<file path="src/rtl/cmp_timer64.sv">
module cmp_timer64 #(
  parameter int ADDR_W     = 10,
  parameter int PRESCALE_W = 12,
  parameter int STEP_W     = 8,
  parameter int STEP_LSB   = 16
) (
  input  logic              clk_i,
  input  logic              rst_ni,
  input  logic              we_i,
  input  logic              re_i,
  input  logic [ADDR_W-1:0] addr_i,
  input  logic [31:0]       wdata_i,
  output logic [31:0]       rdata_o,
  output logic              tick_irq_o,
  output logic              intr_o
);
  localparam int WW = ADDR_W - 2;
  localparam logic [WW-1:0] W_CTRL  = WW'(12'h000 >> 2);
  localparam logic [WW-1:0] W_CFG   = WW'(12'h100 >> 2);
  localparam logic [WW-1:0] W_CLO   = WW'(12'h104 >> 2);
  localparam logic [WW-1:0] W_CHI   = WW'(12'h108 >> 2);
  localparam logic [WW-1:0] W_MLO   = WW'(12'h10C >> 2);
  localparam logic [WW-1:0] W_MHI   = WW'(12'h110 >> 2);
  localparam logic [WW-1:0] W_IE    = WW'(12'h114 >> 2);
  localparam logic [WW-1:0] W_IS    = WW'(12'h118 >> 2);
  localparam logic [WW-1:0] W_IT    = WW'(12'h11C >> 2);

  logic [WW-1:0] word;
  assign word = addr_i[ADDR_W-1:2];

  logic                  active_q, ie_q, st_q, it_q;
  logic [PRESCALE_W-1:0] presc_q, pscnt_q;
  logic [STEP_W-1:0]     step_q;
  logic [63:0]           cnt_q, cmp_q;

  wire wr_ctrl = we_i && word == W_CTRL;
  wire wr_cfg  = we_i && word == W_CFG;
  wire wr_clo  = we_i && word == W_CLO;
  wire wr_chi  = we_i && word == W_CHI;
  wire wr_mlo  = we_i && word == W_MLO;
  wire wr_mhi  = we_i && word == W_MHI;
  wire wr_ie   = we_i && word == W_IE;
  wire wr_is   = we_i && word == W_IS;
  wire wr_it   = we_i && word == W_IT;

  wire wrap = active_q && (pscnt_q == presc_q);

  assign tick_irq_o = active_q && (cmp_q <= cnt_q);
  assign intr_o     = st_q;

  always_ff @(posedge clk_i or negedge rst_ni) begin
    if (!rst_ni) begin
      active_q <= 1'b0;
      presc_q  <= '0;
      step_q   <= STEP_W'(1);
      cmp_q    <= '1;
      ie_q     <= 1'b0;
      it_q     <= 1'b0;
    end else begin
      if (wr_ctrl) active_q <= wdata_i[0];
      if (wr_cfg) begin
        presc_q <= wdata_i[PRESCALE_W-1:0];
        step_q  <= wdata_i[STEP_LSB +: STEP_W];
      end
      if (wr_mlo) cmp_q[31:0]  <= wdata_i;
      if (wr_mhi) cmp_q[63:32] <= wdata_i;
      if (wr_ie)  ie_q <= wdata_i[0];
      if (wr_it)  it_q <= wdata_i[0];
    end
  end

  always_ff @(posedge clk_i or negedge rst_ni) begin
    if (!rst_ni)                 pscnt_q <= '0;
    else if (!active_q || wrap)  pscnt_q <= '0;
    else                         pscnt_q <= pscnt_q + 1'b1;
  end

  always_ff @(posedge clk_i or negedge rst_ni) begin
    if (!rst_ni) cnt_q <= '0;
    else if (wr_clo || wr_chi) begin
      if (wr_clo) cnt_q[31:0]  <= wdata_i;
      if (wr_chi) cnt_q[63:32] <= wdata_i;
    end else if (wrap) cnt_q <= cnt_q + 64'(step_q);
  end

  wire st_set = ie_q && (tick_irq_o || (wr_it && wdata_i[0]));
  wire st_clr = wr_is && wdata_i[0];

  always_ff @(posedge clk_i or negedge rst_ni) begin
    if (!rst_ni)     st_q <= 1'b0;
    else if (st_clr) st_q <= 1'b0;
    else if (st_set) st_q <= 1'b1;
  end

  logic [31:0] rd_mux;
  always_comb begin
    case (word)
      W_CTRL:  rd_mux = {31'd0, active_q};
      W_CFG:   rd_mux = 32'(presc_q) | (32'(step_q) << STEP_LSB);
      W_CLO:   rd_mux = cnt_q[31:0];
      W_CHI:   rd_mux = cnt_q[63:32];
      W_MLO:   rd_mux = cmp_q[31:0];
      W_MHI:   rd_mux = cmp_q[63:32];
      W_IE:    rd_mux = {31'd0, ie_q};
      W_IS:    rd_mux = {31'd0, st_q};
      W_IT:    rd_mux = {31'd0, it_q};
      default: rd_mux = '0;
    endcase
  end

  always_ff @(posedge clk_i or negedge rst_ni) begin
    if (!rst_ni)   rdata_o <= '0;
    else if (re_i) rdata_o <= rd_mux;
  end
endmodule

</file>
<file path="config.mk">
export PLATFORM = sky130hd
export DESIGN_NAME = cmp_timer64
export DESIGN_NICKNAME = d
export VERILOG_FILES = /design/src/rtl/cmp_timer64.sv
export SDC_FILE = /design/constraint.sdc
export NUM_CORES = 1
export LEC_CHECK = 0
export BUFFER_PORTS_ARGS = -buffer_cell sky130_fd_sc_hd__buf_2
export CAP_MARGIN = 20
export CORE_ASPECT_RATIO = 0.8
export CORE_MARGIN = 2
export CORE_UTILIZATION = 45
export DETAILED_ROUTE_END_ITERATION = 10
export GPL_TIMING_DRIVEN = 0
export SLEW_MARGIN = 0
export SYNTH_ARGS = -nofsm -noshare
export SYNTH_HDL_FRONTEND = slang
export SYNTH_SLANG_ARGS = --single-unit
</file>
<file path="constraint.sdc">
create_clock -name clk_i -period 8.8 [get_ports clk_i]
set_clock_uncertainty 0.05 [all_clocks]
set_input_delay 1.32 -clock clk_i [delete_from_list [all_inputs] [get_ports clk_i]]
set_output_delay 1.32 -clock clk_i [all_outputs]
set_load 0.005 [all_outputs]
</file>
* Yosys cells after proc, flatten, opt, wreduce, memory -nomap -nowiden
Index checks and enable logic that the tools add are counted.
W data, S select, Z words.
** Word-level totals
- Bits in registers :: 196
- Memories :: 0
- Bits in latches :: 0
- Memory bits (read-only) :: 0
- Output and inout bits :: 34
- Memory bits (writable) :: 0
** Operators by class
- Order comparisons :: 1
- Bitwise logic cells :: 1
- $mul :: 0
- Divide/modulo/power cells :: 0
- Add/subtract/negate cells :: 2
- Shifts and indexed selects :: 0
- Reductions and logical operators :: 23
- Muxes and demuxes :: 8
- Eq/ne operators :: 11
** Operators with widths (number)
- $pmux W32 S9 :: 1
- $mux W64 :: 2
- $add A64 B8 Y64 :: 1
- $eq A8 B7 Y1 const B :: 8
- $le A64 B64 Y1 :: 1
- $mux W32 :: 2
- $or A12 B24 Y24 :: 1
- $logic_and A1 B1 Y1 :: 14
- $add A12 B1 Y12 const B :: 1
- $eq A12 B12 Y1 :: 1
- $mux W12 :: 1
- $logic_not A8 Y1 :: 1
- $ne A2 B2 Y1 const B :: 2
- $reduce_and A2 Y1 :: 2
- $reduce_bool A2 Y1 :: 2
- $logic_or A1 B1 Y1 :: 3
- $mux W1 :: 2
- $logic_not A1 Y1 :: 1

* Depth between registers and ports, before layout
- Depth after elaboration :: 7
- Depth in mapped cells :: 10

* Worst setup path after synthesis
Ideal clock, no wire load.
- Path kind :: input port to flip-flop
- Start :: in addr_i[7]
- End :: reg cnt_q[41]
- Data arrival time :: 3.403 ns
- Stages on the path :: 7
- Setup slack :: 5.226 ns
- Cells stage by stage :: or4_1 nor2_1 o211ai_1 a21oi_1 buf_2 a21oi_1 o22a_1
** On the way
- Word-level cells in the longest chain between the ends :: 5
** RTL lines
- start, declared :: line 11 : input logic [ADDR_W-1:0] addr_i,
- $eq A8 B7 Y1, on equally long branches :: line 38, 39
- $logic_and A1 B1 Y1, on equally long branches :: line 38, 39
- $logic_or A1 B1 Y1 :: line 80 : else if (wr_clo || wr_chi) begin
- $ne A2 B2 Y1 (no source line) / $reduce_bool A2 Y1 (equally long branches)
- $reduce_and A2 Y1 (no source line)
- end signal, assigned :: line 82 : if (wr_chi) cnt_q[63:32] <= wdata_i;
- end signal, assigned :: line 83 : end else if (wrap) cnt_q <= cnt_q + 64'(step_q);
- end, declared :: line 34 : logic [63:0] cnt_q, cmp_q;
Parallel ways exist; a longest one is shown, timed or not.
A chain may end at the register's enable or synchronous reset.

* Worst setup path in the final report
- Start :: reg cnt_q[31]
- End :: out tick_irq_o
** On the way
- Word-level cells in the longest chain between the ends :: 2
** RTL lines
- start signal, assigned :: line 81 : if (wr_clo) cnt_q[31:0] <= wdata_i;
- start signal, assigned :: line 83
- $le A64 B64 Y1 :: line 48 : assign tick_irq_o = active_q && (cmp_q <= cnt_q);
- $logic_and A1 B1 Y1 :: line 48
- end, declared :: line 14 : output logic tick_irq_o,
No other way between the ends.

==> impl_metrics.json <==
{
  "layout_common_cells": "dfrtp_1 (131), inv_1 (108), mux2_2 (88)",
  "switching_share_pct": 32.9,
  "hold_path_class": "reg2reg",
  "end_kind": "output port",
  "wl_um": 47000,
  "postSynthAreaPerCell_um2": 9.86,
  "power.density_nw_per_um2": 171,
  "pwr-share-comb_pct": 20.0,
  "fin_hold_ws_ns": 0.474,
  "cts_sinks": 196,
  "ys_warn_count": 0,
  "antenna_found_initial": 0,
  "grt_pass1_wl_um": 69300,
  "cts_root_buf": "clkbuf_16",
  "grt_pass1_vias": 10431,
  "crit_fanout": 8,
  "p_clk_share_pct": 35.8,
  "setup_viol": 0,
  "netlist_area_um2": 12100,
  "cts_tree": "built",
  "finalSetupTns_ns": 0,
  "r2r_cells": 7,
  "coreArea_um2": 26300,
  "ys_ff_latch": 196,
  "async_flop_share_pct": 100,
  "status": "finished clean",
  "worst_pin_slew_ns": 1.21,
  "sequentialPowerShare_pct": 44.3,
  "synth_edf_count": 0,
  "holdBufCountCts": 0,
  "overflow": 0,
  "place_congestion": 1.01,
  "cts_buffers": 17,
  "die_h_um": 151,
  "cp-start-kind": "flip-flop",
  "drcViolationCount": 0,
  "layout_setup_ws_ns": 3.20,
  "drtPass1Iterations": 6,
  "clk_latency_ns": 0.46,
  "drt-initial-drc-count": 1345,
  "drv_cap": 0,
  "fin_crit_sh_pct": 63.7,
  "crit_chain": "clkbuf_1 -> inv_1 -> ha_1 -> and4_1 -> nor4b_1 -> nand2_1 -> o211ai_1 -> o311ai_0 -> a21oi_1 -> inv_1 -> buf_2",
  "final_common_cell": "dfrtp_1",
  "crit_required_ns": 7.43,
  "finalMaxSlewViolations": 0,
  "design_area_um2": 13600,
  "critPathMostFrequentCell": "inv_1",
  "pin_count": 80,
  "crit_arrival_ns": 4.23,
  "hold_violations": 0,
  "ctsHtreeMaxLevel": 4,
  "via_per_inst": 6.48,
  "critPathKind": "reg2out",
  "drt.antenna.violating_nets": 0,
  "syn_nets": 1347,
  "hold_start": "rdata_o[0]",
  "final_layout_size_suffix_gt1_share_pct": 22.8,
  "cts.path.max_buffers": 2,
  "wire_per_inst_um": 27.8,
  "rows": 53,
  "die_w_um": 187,
  "dp_hpwl_um": 35500,
  "diodes": 0,
  "fin_util_pct": 51.6,
  "clk_pin_slew_ns": 0.08,
  "p_int_mw": 1.56,
  "die_area_um2": 28200,
  "initial_core_util_pct": 46.0,
  "grt.total_usage_pct": 34.1,
  "hold_path_end": "rdata_o[0]",
  "rsz0062_at_grt": "false",
  "rrSetupSlack_ns": 4.91,
  "finalNetCount": 1442,
  "synth_ff_type": "dfrtp_1",
  "period_needed_ns": 5.60,
  "grt_start_max_net_pins": 116,
  "max_freq_mhz": 178,
  "relSlewSlack_pct": 19.3,
  "io_buffer_count": 74,
  "vdd_drop_max_mv": 0.149,
  "place_area_um2": 13000,
  "cts_resized": 0,
  "critPathSlowestCell": "nor4b_1",
  "r2r-start": "cnt_q[31]",
  "synthCells": 1227,
  "vias": 10961,
  "p_leak_nw": 5.86,
  "max_stage_delay_ns": 0.82,
  "power_switching_mw": 0.763,
  "worstHoldPathCells": 2,
  "areaGrowthSynthToFinish_pct": 12.2,
  "pre_cts_ws_ns": 3.76,
  "post_synth_num_cell_types": 74,
  "ys_seq_area_share_pct": 41.2,
  "reg2reg_to": "cnt_q[58]",
  "cts_setup_buffers": 0
}
Yosys cell counts, drive strengths merged, types with 4 or more instances:
master | count | area, µm²
inv | 108 | 405
a21oi | 87 | 439
mux4 | 19 | 428
mux2 | 88 | 991
and3 | 16 | 100
a22o | 9 | 78.8
a221oi | 10 | 87.6
dfstp | 65 | 1710
a2bb2oi | 7 | 67.6
nor3 | 23 | 115
a21boi | 5 | 37.5
nor4 | 21 | 144
or3 | 10 | 62.6
nand3 | 32 | 165
a222oi | 5 | 50.1
a31oi | 25 | 156
o21a | 8 | 60.1
nor2 | 72 | 270
xor2 | 19 | 166
and4 | 8 | 70.1
o21ai | 50 | 250
a21o | 5 | 37.5
o22ai | 42 | 263
nor2b | 6 | 37.5
a211oi | 13 | 97.6
nand4 | 33 | 206
buf | 24 | 104
dfrtp | 131 | 3280
a22oi | 24 | 180
nand2 | 57 | 214
a32oi | 4 | 35.0
clkbuf | 48 | 180
xnor2 | 4 | 35.0
a41oi | 4 | 35.0
o22a | 12 | 105
o211ai | 5 | 37.5
o31ai | 6 | 45.0
ha | 73 | 913
per-layer routing:
layer,global-route usage (%),wire length [µm],vias up
met5,0,0,-
met4,12.1,1600,0
met3,11.5,6080,110
met2,46.2,18200,672
met1,49.8,21200,5367
li1,-,-,4812
power by group through the flow:
stage | clock network [mW] | registers (mW) | logic [mW]
global placement | 0 | 1.04 | 0.433
CTS | 0.834 | 1.02 | 0.447
floorplan | 0 | 1.01 | 0.299
finish | 0.830 | 1.03 | 0.463
detailed placement | 0 | 1.04 | 0.443
global route | 0.874 | 1.03 | 0.501
area by class of cell:
type / count / area (µm²)
buffer: 72 / 284
multi-input combinational: 851 / 6430
fill: 2499 / 12800
clock inverter: 12 / 136
tap: 357 / 447
sequential: 196 / 4990
inverter: 108 / 405
timing repair buffer: 76 / 419
clock buffer: 20 / 467
per-stage QoR:
step / cells / total power, mW
floorplan: 1227 / 1.31
global placement: 1658 / 1.47
detailed placement: 1660 / 1.48
CTS: 1692 / 2.30
global route: 1692 / 2.41
finish: 1692 / 2.32
critical path, delay by kind of cell, from the launching register on:
kind,cells,cell delay [ns]
DFF,1,0.33
AOI/OAI and AO/OA,3,0.98
and+or+nand+nor,3,1.41
buffers and inverters,4,0.72
adders and majority gates,1,0.34
kinds of logic after synthesis:
family / share of synthesized area, %
compound gates: 19.5
simple gates: 12.3
flops: 41.2
buf+inv: 5.70
mux: 11.9
fa+ha+maj: 7.71
xor+xnor: 1.66
how the worst max path moves through the flow:
stage,start,end,cells past startpoint
after floorplan,addr_i[7],cnt_q[41],7
after global placement,rst_ni,step_q[5],1
after detailed placement,addr_i[2],cnt_q[2],9
after CTS,cnt_q[31],tick_irq_o,11
after global routing,cnt_q[31],tick_irq_o,11
final,cnt_q[31],tick_irq_o,11
flip-flops by register name, indices dropped and copies added, names as in the netlist:
signal    count
active_q      1
ie_q          1
pscnt_q      12
cnt_q        64
step_q        8
cmp_q        64
presc_q      12
it_q          1
rdata_o      32
intr_o        1
Power figures use the tool's default switching activity.
